$ cat src/rtl/mbx_pkg.sv
package mbx_pkg;
  localparam int DW     = 64;
  localparam int NWORDS = 4;

  // mailbox register indices (decoded by the mailbox block)
  localparam logic [3:0] A_ENG_RW   = 4'd8;
  localparam logic [3:0] A_ENG_OR   = 4'd10;
  localparam logic [3:0] A_HOST_RW  = 4'd11;
  localparam logic [3:0] A_HOST_AND = 4'd12;

  localparam int DB_MSG_BIT = 63;
  localparam int DB_RST_BIT = 60;
  localparam logic [DW-1:0] DB_MSG = 64'h8000_0000_0000_0000;
  localparam logic [DW-1:0] DB_RST = 64'h1000_0000_0000_0000;

  localparam logic [15:0] FLAG_RESP  = 16'h0100;
  localparam logic [15:0] ST_BADCLS  = 16'h0001;
  localparam logic [15:0] ST_SEQERR  = 16'h0003;
  localparam logic [15:0] ST_GENERIC = 16'h00FE;

  typedef enum logic [1:0] {K_BAD, K_SHORT, K_LONG} kind_e;

  typedef enum logic [3:0] {
    S_IDLE, S_POLL, S_WCMD, S_RING, S_WAIT, S_RDDB, S_RDRSP, S_CLR, S_CPL
  } state_e;

  typedef enum logic [1:0] {AFT_WAIT, AFT_REISSUE, AFT_DONE} after_e;

  function automatic kind_e class_kind(input logic [7:0] c);
    case (c)
      8'hD1, 8'hD4, 8'hD5, 8'hD6, 8'hD7: return K_SHORT;
      8'hD2, 8'hD3:                      return K_LONG;
      default:                           return K_BAD;
    endcase
  endfunction
endpackage

$ cat src/rtl/mbx_req_fifo.sv
module mbx_req_fifo #(
  parameter int W     = 8,
  parameter int DEPTH = 2
) (
  input  logic         clk,
  input  logic         rst_n,
  input  logic         push,
  input  logic         pop,
  input  logic [W-1:0] wdata,
  output logic [W-1:0] rdata,
  output logic         full,
  output logic         empty
);
  localparam int AW = (DEPTH > 1) ? $clog2(DEPTH) : 1;

  logic [W-1:0]  mem [DEPTH];
  logic [AW-1:0] wp, rp;
  logic [AW:0]   cnt;

  function automatic logic [AW-1:0] nxt(input logic [AW-1:0] p);
    return (p == AW'(DEPTH - 1)) ? '0 : p + 1'b1;
  endfunction

  assign full  = (cnt == (AW+1)'(DEPTH));
  assign empty = (cnt == '0);
  assign rdata = mem[rp];

  always_ff @(posedge clk) begin
    if (push) mem[wp] <= wdata;
  end

  always_ff @(posedge clk or negedge rst_n) begin
    if (!rst_n) begin
      wp  <= '0;
      rp  <= '0;
      cnt <= '0;
    end else begin
      if (push) wp <= nxt(wp);
      if (pop)  rp <= nxt(rp);
      if (push && !pop)      cnt <= cnt + 1'b1;
      else if (pop && !push) cnt <= cnt - 1'b1;
    end
  end
endmodule

$ cat src/rtl/mbx_seq_ctr.sv
module mbx_seq_ctr #(
  parameter int SEQ_MAX = 16'hFFFF
) (
  input  logic        clk,
  input  logic        rst_n,
  input  logic        adv,
  output logic [15:0] seq
);
  localparam logic [15:0] LAST = 16'(SEQ_MAX - 1);

  always_ff @(posedge clk or negedge rst_n) begin
    if (!rst_n)      seq <= 16'd1;
    else if (adv)    seq <= (seq >= LAST) ? 16'd1 : seq + 16'd1;
  end
endmodule

$ cat src/rtl/mbx_class_timer.sv
module mbx_class_timer #(
  parameter int TICKS_PER_MS = 1000,
  parameter int SHORT_MS     = 100,
  parameter int LONG_MS      = 30000
) (
  input  logic clk,
  input  logic rst_n,
  input  logic load,
  input  logic is_long,
  input  logic run,
  output logic expired
);
  localparam int SHORT_N = SHORT_MS * TICKS_PER_MS;
  localparam int LONG_N  = LONG_MS * TICKS_PER_MS;
  localparam int CW      = $clog2(LONG_N + 1);

  logic [CW-1:0] cnt;

  assign expired = run && (cnt == '0);

  always_ff @(posedge clk or negedge rst_n) begin
    if (!rst_n)                 cnt <= '0;
    else if (load)              cnt <= is_long ? CW'(LONG_N) : CW'(SHORT_N);
    else if (run && cnt != '0)  cnt <= cnt - 1'b1;
  end
endmodule

$ cat src/rtl/mbx_issue_seq.sv
module mbx_issue_seq
  import mbx_pkg::*;
#(
  parameter int FIFO_DEPTH   = 2,
  parameter int TICKS_PER_MS = 1000,
  parameter int SHORT_MS     = 100,
  parameter int LONG_MS      = 30000,
  parameter int SEQ_MAX      = 16'hFFFF
) (
  input  logic                 clk,
  input  logic                 rst_n,
  input  logic                 req_valid,
  output logic                 req_ready,
  input  logic [15:0]          req_flags,
  input  logic [7:0]           req_class,
  input  logic [7:0]           req_cmd,
  input  logic [3*DW-1:0]      req_args,
  output logic                 mb_req,
  output logic                 mb_we,
  output logic [3:0]           mb_addr,
  output logic [DW-1:0]        mb_wdata,
  input  logic                 mb_ack,
  input  logic                 mb_err,
  input  logic [DW-1:0]        mb_rdata,
  input  logic                 db_irq,
  output logic                 cpl_valid,
  input  logic                 cpl_ready,
  output logic [NWORDS*DW-1:0] cpl_data
);
  localparam int FW = 16 + 8 + 8 + 3*DW;

  state_e          state;
  after_e          after_q;
  logic [1:0]      idx;
  logic [DW-1:0]   cmd_q [NWORDS];
  logic [DW-1:0]   rsp_q [NWORDS];
  logic [DW-1:0]   clr_mask;
  logic            need_q, long_q;

  // input queue
  logic [FW-1:0]   head;
  logic            f_full, f_empty, f_pop;
  logic [15:0]     h_flags;
  logic [7:0]      h_class, h_cmd;
  logic [3*DW-1:0] h_args;
  kind_e           h_kind;

  assign req_ready = !f_full;
  assign f_pop     = (state == S_IDLE) && !f_empty;
  assign {h_flags, h_class, h_cmd, h_args} = head;
  assign h_kind    = class_kind(h_class);

  mbx_req_fifo #(.W(FW), .DEPTH(FIFO_DEPTH)) u_fifo (
    .clk   (clk),
    .rst_n (rst_n),
    .push  (req_valid && !f_full),
    .pop   (f_pop),
    .wdata ({req_flags, req_class, req_cmd, req_args}),
    .rdata (head),
    .full  (f_full),
    .empty (f_empty)
  );

  // sequence stamping
  logic [15:0] seq_now;
  logic        seq_adv;
  assign seq_adv = f_pop && (h_kind != K_BAD);

  mbx_seq_ctr #(.SEQ_MAX(SEQ_MAX)) u_seq (
    .clk   (clk),
    .rst_n (rst_n),
    .adv   (seq_adv),
    .seq   (seq_now)
  );

  // per-class response wait
  logic tmr_load, tmr_exp;
  assign tmr_load = (state == S_RING) && mb_ack && !mb_err && need_q;

  mbx_class_timer #(
    .TICKS_PER_MS (TICKS_PER_MS),
    .SHORT_MS     (SHORT_MS),
    .LONG_MS      (LONG_MS)
  ) u_tmr (
    .clk     (clk),
    .rst_n   (rst_n),
    .load    (tmr_load),
    .is_long (long_q),
    .run     (state == S_WAIT),
    .expired (tmr_exp)
  );

  // mailbox access decode
  always_comb begin
    mb_req   = 1'b1;
    mb_we    = 1'b0;
    mb_addr  = '0;
    mb_wdata = '0;
    case (state)
      S_POLL:  mb_addr = A_ENG_RW;
      S_WCMD:  begin mb_we = 1'b1; mb_addr = {2'b00, idx}; mb_wdata = cmd_q[idx]; end
      S_RING:  begin mb_we = 1'b1; mb_addr = A_ENG_OR;     mb_wdata = DB_MSG;     end
      S_RDDB:  mb_addr = A_HOST_RW;
      S_RDRSP: mb_addr = {2'b01, idx};
      S_CLR:   begin mb_we = 1'b1; mb_addr = A_HOST_AND;   mb_wdata = clr_mask;   end
      default: mb_req = 1'b0;
    endcase
  end

  assign cpl_valid = (state == S_CPL);

  generate
    for (genvar g = 0; g < NWORDS; g++) begin : g_cpl
      assign cpl_data[g*DW +: DW] = rsp_q[g];
    end
  endgenerate

  // sequencing
  always_ff @(posedge clk or negedge rst_n) begin
    if (!rst_n) begin
      state    <= S_IDLE;
      after_q  <= AFT_WAIT;
      idx      <= '0;
      clr_mask <= '0;
      need_q   <= 1'b0;
      long_q   <= 1'b0;
      for (int i = 0; i < NWORDS; i++) begin
        cmd_q[i] <= '0;
        rsp_q[i] <= '0;
      end
    end else begin
      case (state)
        S_IDLE: if (!f_empty) begin
          for (int i = 1; i < NWORDS; i++) begin
            cmd_q[i] <= h_args[(i-1)*DW +: DW];
            rsp_q[i] <= '0;
          end
          need_q <= (h_flags & FLAG_RESP) != 16'h0;
          long_q <= (h_kind == K_LONG);
          if (h_kind == K_BAD) begin
            cmd_q[0] <= '0;
            rsp_q[0] <= {ST_BADCLS, 16'h0, 16'h0, h_class, h_cmd};
            state    <= S_CPL;
          end else begin
            cmd_q[0] <= {16'h0, h_flags, seq_now, h_class, h_cmd};
            rsp_q[0] <= {32'h0, seq_now, h_class, h_cmd};
            state    <= S_POLL;
          end
        end

        S_POLL: if (mb_ack) begin
          if (mb_err) begin
            rsp_q[0][63:48] <= rsp_q[0][63:48] | ST_GENERIC;
            state <= S_CPL;
          end else if (!mb_rdata[DB_MSG_BIT]) begin
            idx   <= '0;
            state <= S_WCMD;
          end
        end

        S_WCMD: if (mb_ack) begin
          if (mb_err) begin
            rsp_q[0][63:48] <= rsp_q[0][63:48] | ST_GENERIC;
            state <= S_CPL;
          end else if (idx == 2'(NWORDS - 1)) begin
            state <= S_RING;
          end else begin
            idx <= idx + 1'b1;
          end
        end

        S_RING: if (mb_ack) begin
          if (mb_err) begin
            rsp_q[0][63:48] <= rsp_q[0][63:48] | ST_GENERIC;
            state <= S_CPL;
          end else begin
            state <= need_q ? S_WAIT : S_CPL;
          end
        end

        S_WAIT: begin
          if (db_irq) begin
            state <= S_RDDB;
          end else if (tmr_exp) begin
            rsp_q[0][63:48] <= rsp_q[0][63:48] | ST_GENERIC;
            state <= S_CPL;
          end
        end

        S_RDDB: if (mb_ack) begin
          clr_mask <= ~DB_MSG;
          if (mb_err) begin
            after_q <= AFT_WAIT;
            state   <= S_CLR;
          end else if (mb_rdata[DB_RST_BIT]) begin
            clr_mask <= ~(DB_MSG | DB_RST);
            after_q  <= AFT_REISSUE;
            state    <= S_CLR;
          end else if (mb_rdata[DB_MSG_BIT]) begin
            idx     <= '0;
            after_q <= AFT_DONE;
            state   <= S_RDRSP;
          end else begin
            after_q <= AFT_WAIT;
            state   <= S_CLR;
          end
        end

        S_RDRSP: if (mb_ack) begin
          if (mb_err) begin
            rsp_q[0][63:48] <= rsp_q[0][63:48] | ST_GENERIC;
            state <= S_CLR;
          end else begin
            rsp_q[idx] <= mb_rdata;
            if (idx == 2'(NWORDS - 1)) begin
              if (rsp_q[0][31:16] != cmd_q[0][31:16])
                rsp_q[0][63:48] <= ST_SEQERR;
              state <= S_CLR;
            end else begin
              idx <= idx + 1'b1;
            end
          end
        end

        S_CLR: if (mb_ack) begin
          case (after_q)
            AFT_REISSUE: state <= S_POLL;
            AFT_DONE:    state <= S_CPL;
            default:     state <= S_WAIT;
          endcase
        end

        S_CPL: if (cpl_ready) state <= S_IDLE;

        default: state <= S_IDLE;
      endcase
    end
  end
endmodule

$ cat config.mk
export PLATFORM = sky130hd
export DESIGN_NAME = mbx_issue_seq
export DESIGN_NICKNAME = d
export VERILOG_FILES = /design/src/rtl/mbx_pkg.sv /design/src/rtl/mbx_req_fifo.sv /design/src/rtl/mbx_seq_ctr.sv /design/src/rtl/mbx_class_timer.sv /design/src/rtl/mbx_issue_seq.sv
export SDC_FILE = /design/constraint.sdc
export NUM_CORES = 1
export LEC_CHECK = 0
export BUFFER_PORTS_ARGS = -buffer_cell sky130_fd_sc_hd__buf_2
export CAP_MARGIN = 40
export CORE_ASPECT_RATIO = 1.2
export CORE_MARGIN = 2
export CORE_UTILIZATION = 44
export CTS_CLUSTER_DIAMETER = 120
export DETAILED_ROUTE_END_ITERATION = 12
export PLACE_DENSITY_LB_ADDON = 0.08
export SYNTH_ARGS = -nofsm -noshare
export SYNTH_HDL_FRONTEND = slang
export SYNTH_SLANG_ARGS = --single-unit
$ cat constraint.sdc
create_clock -name clk -period 30.3 [get_ports clk]
set_input_delay 6.06 -clock clk [delete_from_list [all_inputs] [get_ports clk]]
set_output_delay 6.06 -clock clk [all_outputs]
set_load 0.005 [all_outputs]
==> results.md, run 1 <==
Layout:
- In the final layout, the share of cells above drive strength 1 is 26.40%.
- The area added between synthesis and finish is 20.09%.
- After routing the design area is 47420 um^2.
- In the layout the commonest cells are sky130_fd_sc_hd__buf_2 (621), sky130_fd_sc_hd__dfrtp_1 (549), sky130_fd_sc_hd__edfxtp_1 (448).
- After the flow finishes, the layout carries non-filler instances totaling 4696.
- For this run, the post-layout net count is 3738.
- The commonest non-fill, non-tap cell in the layout is sky130_fd_sc_hd__buf_2.
- Cells fill 53.26% of the core in the end.

Setup path:
- The worst register-to-register path begins at state[2]$_DFFE_PN0P_.
- The maximum fanout along the worst path is 30.
- The cell family contributing the most delay on the critical path is buffers and inverters.
- The signal on the critical path passes through buf_4, buf_16, mux2_2, a22oi_1, nor3_1, a31oi_1, nor2_1, buf_2.
- The highest cell delay on the worst timing path is 0.76 ns.
- The endpoint identified for the worst register-to-register timing path is cpl_data[71]$_DFFE_PN0P_.
- The cell depth of the worst flop-to-flop path is 7.
- The kind of critical path is reg -> out.
- The endpoint type of the worst setup path is an output pin.
- Data on the critical path is required at its endpoint by 24.24 ns.
- The critical path starts at idx[0]$_DFFE_PN0P_.
- The register-to-register setup slack is 26.52 ns.
- The worst path buffer plus inverter count is 3.
- Data on the critical path arrives at its endpoint at 3.40 ns.
- The worst setup path is launched from a register.
- The master of the slowest instance on the critical path is sky130_fd_sc_hd__dfrtp_4.

Timing:
- The relative slew slack is 38.24%.
- The number of failing setup endpoints in the final timing report is 0.
- The worst path in the final design needs a cycle of 9.457 ns, including I/O delays and setup.
- Setup repair after global routing left no endpoint under its margin.
- The final number of max-transition violations is 0.
- The post-route worst setup slack is 20.84 ns.
- Hold timing on the final database bottoms out at a slack of 0.4772 ns.
- After layout, the worst path uses 31.21% of the clock period.
- The total count of hold-check failures in the final report came to 0.
- The total negative setup slack is 0 ns.
- Across the routed clock network, the largest skew measured is 0.02221 ns.
- The achievable frequency is 105.7 MHz.
- The worst-margin pin slew is 0.9193 ns.

Logic synthesis:
- The post-synthesis sequential element count is 1001.
- The most common flop cell mapped by yosys is sky130_fd_sc_hd__dfrtp_1.
- The number of different library cells in the post-synthesis netlist is 72.
- The synthesized netlist devotes 0.3486% of its cell area to adder and majority cells.
- The number of flops mapped to enable cells by yosys is 448.
- In the post-synthesis netlist, the biggest area contributors are sky130_fd_sc_hd__dfrtp_1 (35%), sky130_fd_sc_hd__edfxtp_1 (34%), sky130_fd_sc_hd__mux2i_1 (6.4%), sky130_fd_sc_hd__a22o_1 (5.0%), sky130_fd_sc_hd__nand2_1 (3.9%).
- Multiplexer cells account for 9.472% of the synthesized area.
- By area, the combinational part of the netlist is dominated by compound AO/OA/AOI/OAI gates.
- The area share of the leading cell type in the synthesized netlist is 34.98%.
- Summing the areas of all compound-gate instances in the mapped netlist gives 10.95% of the synthesized area.
- When the netlist entered floorplanning its net count stood at 3146.
- The mapped netlist covers 39480 um^2.
- The cell count after synthesis is 2840.
- The xor and xnor area share after synthesis is 0.5102%.
- Of all flip-flops after synthesis, the portion carrying an async set or reset was 55.24%.
- After Yosys synthesis, and, or, nand and nor cells account for 7.146% of the synthesized area.
- The synthesized area per cell is 13.90 um^2.
- During synthesis, Yosys emitted a total of 0 warnings.
- After synthesis, flip-flops and latches occupy 69.12% of the total area.
- The synthesized design spends more area on one cell type than any other, namely sky130_fd_sc_hd__dfrtp_1.

Routing:
- In the final routed layout, each cell accounts on average for 24.12 um.
- The DRC violation count after routing is 0.
- The number of detailed-route iterations in the first pass is 5.
- The routed wire length is 113300 um.
- After detailed routing, the number of vias per cell comes to 5.543.
- For this block, the via count after detailed routing is 26030.
- The remaining antenna violation count after routing is 0.
- The violation count after the first detailed-route iteration is 2029.

Die:
- Pin placement for this block handled 623 I/O pins.
- The effective utilization at floorplan is 44.35%.
- The die covers 92160 um^2.
- The core region is 89040 um^2.
- The standard-cell row count is 120.
- Measured along the y axis, the die boundary spans 332.2 um.
- The die is 277.5 um wide.

Hold path:
- Along the worst hold path, the cell count comes to 2.
- The type of the tightest min-delay check is reg -> reg.
- The startpoint of the lowest-slack hold path is cmd_q[60]$_DFFE_PN0P_.
- The endpoint with the worst hold slack is cmd_q[60]$_DFFE_PN0P_.

Place:
- The placement-stage cell area is 43960 um^2.
- Timing analysis after detailed placement gives a worst setup slack of 21.42 ns.
- The weighted congestion reported at the end of routability-driven placement is 0.8398.
- Counting tap cells, the placed design contains a total of 4489 instances.
- Port buffering added 622 buffers.
- The estimated wirelength of the detail-placed design is 79570 um.

Pwr:
- The analysis attributes to cell leakage a power of 20.99 nW.
- Combinational logic burns 26.6% of the power.
- The total internal power is 2.907 mW.
- The completed layout was analyzed and its total power is 4.352 mW.
- Power spread over the standard cell area amounts to 91.77 nW/um^2.
- The fraction of power consumed by sequential logic is 44.5%.
- The clock network fraction of design power is 28.9%.
- The net switching power of the design is 1.445 mW.
- The worst-case IR drop observed on VDD is 0.05949 mV.
- The switching share of power is 33.19%.

Global route:
- Entering global routing, the biggest net connects 142 pins.
- Global routing used 31.27% of the available met1 tracks.
- For met2 alone, demand over resource in global routing was 40.25%.
- The first global-routing pass estimated 170200 um of wire.
- After global routing, the most crowded layer is met2.
- For this run the aggregate overflow at the end of global routing stands at 0.
- The number of global-route vias before repair is 26480.
- For this run, the total global-route usage over all layers was measured as 24.26%.
- The number of antenna violations at the first check in global routing was 43.
- In the global route stage, met3 resource usage came out at 5.030%.

CTS:
- Clock-pin slew was measured on the worst setup and hold paths at 0.06 ns.
- The clock drives 1001 sinks.
- The number of gates resized after CTS was 0.
- The maximum count of clock buffers along a single path is 3.
- The number of clock buffers added by TritonCTS is 100.
- The insertion delay to the later sink of the worst-skew pair is 0.67 ns.
- The CTS tree is yes.
- The clock root buffer master is sky130_fd_sc_hd__clkbuf_16.
- The post-CTS setup repair buffer count is 0.
- The number of H-tree branching levels is 3.
- Buffers inserted to repair hold after CTS numbered 0.

Run:
- The max-cap violation count is 0.

Status:
- The flow ran to the end, and the final reports show no timing, DRC or antenna violations.
==> routing by layer <==
| metal | part of all wire [%] | vias to the layer above | wire length, um |
|---|---|---|---|
| met5 | 0.14 | - | 164 |
| met4 | 3.8 | 28 | 4287 |
| met3 | 6.4 | 212 | 7250 |
| met2 | 49 | 937 | 55300 |
| met1 | 41 | 13090 | 46280 |
| li1 | - | 11760 | - |
==> synth_stat cells, types with 18 or more instances <==
cell type and number:
sky130_fd_sc_hd__dfrtp_1 552, sky130_fd_sc_hd__edfxtp_1 448, sky130_fd_sc_hd__nand2_1 405, sky130_fd_sc_hd__o21ai_0 284, sky130_fd_sc_hd__mux2i_1 251, sky130_fd_sc_hd__a22o_1 226, sky130_fd_sc_hd__clkbuf_1 143, sky130_fd_sc_hd__nor2_1 73
sky130_fd_sc_hd__mux4_2 48, sky130_fd_sc_hd__a21oi_1 44, sky130_fd_sc_hd__nand3_1 39, sky130_fd_sc_hd__a31oi_1 24, sky130_fd_sc_hd__xnor2_1 21, sky130_fd_sc_hd__buf_6 20, sky130_fd_sc_hd__inv_1 19, sky130_fd_sc_hd__o31ai_1 18
==> worst max path at each step <==
stage                                        endpoint  cells past startpoint
after floorplan            u_fifo.mem[0][0]$_DFFE_PP_                      2
after global placement         cmd_q[173]$_DFFE_PN0P_                      4
after detailed placement  u_fifo.mem[1][41]$_DFFE_PP_                      5
after CTS                                mb_wdata[60]                      8
after global routing                     mb_wdata[49]                      7
final                                    mb_wdata[60]                      8
==> sequential cells by signal, indices dropped and copies added (netlist names), 2 cells and up <==
signal / flops
state: 4
idx: 2
u_fifo.cnt: 2
u_seq.seq: 16
clr_mask: 2
cpl_data: 256
cmd_q: 240
u_tmr.cnt: 25
u_fifo.mem: 448
after_q: 2
==> worst min-delay path, cell delays in order (launching register included) <==
cell                      delay (ns)
sky130_fd_sc_hd__dfrtp_1        0.33
sky130_fd_sc_hd__nand2_1        0.04
sky130_fd_sc_hd__o21ai_0        0.06
==> final cells by class <==
class	count	area (um^2)
Timing Repair Buffer	679	3851
Sequential cell	1001	27300
Inverter	21	86.33
Clock inverter	38	389.1
Multi-Input combinational cell	1629	11270
Fill cell	7555	41620
Clock buffer	151	3020
Antenna cell	18	45.04
Tap cell	1159	1450
==> power groups by stage <==
stage                     sequential (mW)  combinational (mW)  clock [mW]
after detailed placement             1.97                1.18           0
after global routing                 1.97                1.28        1.34
after CTS                            1.94                1.18        1.29
after floorplan                      1.92               0.830           0
final                                1.94                1.16        1.26
after global placement               1.96                1.12           0
==> kinds of logic after synthesis <==
family	after synthesis
AOI/OAI and AO/OA	648
xor gates and xnor gates	23
adders and majority gates	11
buffers and inverters	210
DFF	1001
muxes	312
and+or+nand+nor	635
(Power assumes the default switching activity.)
==> inputs of run 2 (changes only) <==
Settings changed: ABC_AREA set to 1.
Clock period 30.3 ns to 9.5 ns, I/O delays scaled along.
==> results.md, run 2 <==
Logic synthesis:
- The cell with the most instances after synthesis is sky130_fd_sc_hd__nand2_1.
- In the synthesized netlist the async set-or-reset flop fraction comes to 55.24%.
- The share of the Yosys chip area taken by registers is 67.53%.
- Dividing the synthesized area by the synthesized cell count gives 10.41 um^2.
- Sorting the synthesized cells by how often they occur yields sky130_fd_sc_hd__nand2_1 (895), sky130_fd_sc_hd__nor2_1 (650), sky130_fd_sc_hd__dfrtp_1 (552).
- The Yosys step of the flow raised 0 warnings.
- For this run, the leading register cell type out of synthesis is sky130_fd_sc_hd__dfrtp_1.
- The number of different library cells used by synthesis comes to 45.
- The top cell type by area accounts for 34.18% of the synthesized area.
- The leading area contributor after synthesis is sky130_fd_sc_hd__dfrtp_1.
- Synthesis produced a netlist whose cell count is 3883.
- The number of flops mapped to enable cells by yosys is 448.
- Counting flops and latches in the post-synthesis netlist gives 1001.
- Ranked by total cell area, the synthesized netlist is headed by sky130_fd_sc_hd__dfrtp_1 (34%), sky130_fd_sc_hd__edfxtp_1 (33%), sky130_fd_sc_hd__nand2_1 (8.3%), sky130_fd_sc_hd__nor2_1 (6.0%), sky130_fd_sc_hd__o31ai_1 (3.6%).
- The mapped cell area is 40410 um^2.
- The post-synth net total is 4189.

CTS:
- The tree is rooted in a sky130_fd_sc_hd__clkbuf_16.
- The clock transition time at the flip-flop clock pins of the worst setup and hold paths is 0.06 ns.
- The CTS tree is yes.
- The number of hold buffers added after CTS was 0.
- The post-CTS setup repair buffer count is 0.
- The maximum count of clock buffers along a single path is 3.
- The number of H-tree branching levels is 3.
- The insertion delay to the later sink of the worst-skew pair is 0.68 ns.
- In this run, post-CTS repair resized a total of 0 instances.
- For this design, the sink count on the clock tree is 1001.
- The total CTS buffers is 102.

Setup path:
- On the worst path, the slowest cell contributes a delay of 0.78 ns.
- The critical path goes through inv_4, buf_4, nor2_1, a21oi_1, o21ai_0, buf_2.
- The kind of critical path is reg -> out.
- In this run the worst setup path begins at idx[0]$_DFFE_PN0P_.
- The startpoint identified for the worst register-to-register timing path is idx[0]$_DFFE_PN0P_.
- STA classifies the critical path endpoint as an output pin.
- The category of cells accounting for the largest share of critical-path delay is buffers and inverters.
- On the critical path, the stage with the largest delay is an instance of sky130_fd_sc_hd__buf_4.
- At the worst endpoint, the required time is 7.60 ns.
- Counting both buffers and inverters, the worst setup path holds a total of 3.
- The worst setup path is launched from a register.
- At the worst endpoint, the arrival time is 3.65 ns.
- In this run the worst path has a maximum fanout of 72.

Timing:
- In the final timing run, aggregate negative setup slack is 0 ns.
- After layout, the minimum clock period comes to 5.553 ns.
- The worst-margin pin slew is 1.091 ns.
- The achievable frequency is 180.1 MHz.
- The total count of hold-check failures in the final report was 0.
- Setup violations remaining at the end of the flow were counted as 0.
- The final number of max-transition violations is 0.
- Setup repair after global routing left no endpoint under its margin.
- The fraction of the cycle the final worst path needs is 58.45%.
- Across the routed clock network, the largest skew measured is 0.01899 ns.
- The relative slew slack is 27.29%.

Routing:
- The wire length per cell is 22.81 um.
- The routed wire length is 130300 um.
- For this run, the detailed router's first-pass iteration total came to 5.
- The first routing iteration left 2659 violations.
- Dividing the detail-routed via count by the number of cells gives 5.310.
- The count of nets left with antenna violations once routing finished came out at 0.
- The via count of the routed design is 30340.
- In the routed design, unresolved DRC markers number 0.

Layout:
- In the final design database the tool counted 4742 nets.
- The final non-filler cell total is 5713.
- In the layout the commonest cells are sky130_fd_sc_hd__nand2_1 (893), sky130_fd_sc_hd__nor2_1 (645), sky130_fd_sc_hd__buf_2 (621).
- The register with the most flip-flops in the layout has 448 of them.
- The layout has 8259 filler cells.
- The area added between synthesis and finish is 19.19%.
- The fraction of final layout cells with drive strength greater than 1 is 19.18%.
- The register with the most flip-flops in the final layout is u_fifo.mem.
- The commonest non-fill, non-tap cell in the layout is sky130_fd_sc_hd__nand2_1.

Global route:
- Entering global routing, the biggest net connects 190 pins.
- The first global-routing pass estimated 192300 um of wire.
- The number of antenna violations at the first check in global routing came to 57.
- Across every metal layer, demand over resource in global routing totals 27.41%.
- For this run the aggregate overflow at the end of global routing stands at 0.
- The number of global-route vias before repair is 29030.

Place:
- Routability-driven placement finished with a final weighted congestion of 0.8880.
- The number of placed cells counting well taps is 5500.
- The estimated wirelength of the detail-placed design is 88390 um.
- The count of port buffers added during placement is 622.

Die:
- The placeable core region is 90840 um^2.
- The standard-cell row count is 121.
- In this run the vertical extent of the chip is 336.0 um.
- From left edge to right edge, the die measures 280.7 um.
- The die outline area is 94300 um^2.
- Once the floorplan was initialized, standard cells occupied 44.49% of the core.
- The number of primary I/O pins is 623.

Status:
- The run finished with clean final reports.

Hold path:
- The min-delay analysis places its worst path in the category reg -> reg.
- The startpoint identified for the worst hold timing path is cmd_q[205]$_DFFE_PN0P_.

Pwr:
- The standby leakage power is 21.74 nW.
- The worst supply voltage drop on vdd is 0.2047 mV.
- Dividing total power by cell area gives a power density of 299.1 nW/um^2.

Run:
- The max-cap violation count is 0.
## run 2: changes by cell type after synthesis, sizes merged, moves of 157 or more
| cell | before | now |
|---|---|---|
| o21ai | 284 | 474 |
| a22o | 226 | 0 |
| nor2 | 74 | 657 |
| nand2 | 406 | 899 |
| o31ai | 18 | 194 |
| inv | 20 | 177 |
| mux2i | 251 | 23 |
## run 2: worst register-to-register path, delay by kind of cell (launching register included)
kind / cells / cell delay, ns
buf+inv: 4 / 2.19
simple gates: 3 / 0.77
fa+ha+maj: 1 / 0.76
flops: 1 / 0.56
compound gates: 1 / 0.08
## run 2: power breakdown
part | leakage (nW) | switching (mW) | total, mW | internal, mW
registers | 11.4 | 0.620 | 6.24 | 5.62
logic | 8.72 | 2.90 | 4.13 | 1.24
clock network | 1.63 | 1.74 | 4.03 | 2.29
## run 2: final timing paths
| path | endpoint | slack (ns) | cells past startpoint |
|---|---|---|---|
| worst max register to register | cpl_data[0]$_DFFE_PN0P_ | 5.00 | 9 |
| min in group asynchronous | cpl_data[85]$_DFFE_PN0P_ | 1.19 | 1 |
| worst min-delay path | cmd_q[205]$_DFFE_PN0P_ | 0.47 | 2 |
| max in group asynchronous | cmd_q[108]$_DFFE_PN0P_ | 6.96 | 2 |
| worst min register to register | cmd_q[205]$_DFFE_PN0P_ | 0.47 | 2 |
| worst max-delay path | mb_wdata[63] | 3.95 | 6 |
## run 2: area by class of cell
type                    instances  area [um^2]  area share, %
flip-flops and latches       1001        27300          56.68
diodes                         20        50.05         0.1039
inverters                     179        689.4          1.431
well taps                    1168         1461          3.034
clock buffers                 147         2893          6.005
repair buffers                666         3745          7.774
clock inverters                46        460.4         0.9559
multi-input cells            2486        11570          24.01
## run 2: kinds of logic (layout without fill, tap and decap cells)
| kind of cell | after synthesis | in the layout | share of synthesized area [%] |
|---|---|---|---|
| xor gates and xnor gates | 20 | 20 | 0.4334 |
| buffers and inverters | 396 | 1038 | 3.941 |
| and+or+nand+nor | 1652 | 1652 | 15.94 |
| DFF | 1001 | 1001 | 67.53 |
| AOI/OAI and AO/OA | 780 | 780 | 11.25 |
| other | 0 | 20 | 0 |
| adders and majority gates | 11 | 11 | 0.3406 |
| muxes | 23 | 23 | 0.5697 |
## run 2: through the flow
step	util [%]	worst slack, ns	hold WS (ns)	area [um^2]	power [mW]
final	53.03	3.947	0.4665	48170	14.41
after global routing	52.99	3.787	0.4868	48140	15.22
after CTS	52.97	3.972	0.4689	48120	14.55
after detailed placement	49.28	4.718	0.4525	44770	10.50
after global placement	48.94	4.750	0.4506	44450	10.36
after floorplan	-	1.190	0.4371	40420	8.887
## run 2: routing by layer
| metal | up-vias | GRT usage, % | routed length [um] |
|---|---|---|---|
| met5 | - | 0 | 241 |
| met4 | 38 | 9.717 | 4505 |
| met3 | 269 | 5.795 | 9726 |
| met2 | 1076 | 45.46 | 63080 |
| met1 | 14710 | 35.68 | 52750 |
| li1 | 14240 | - | - |
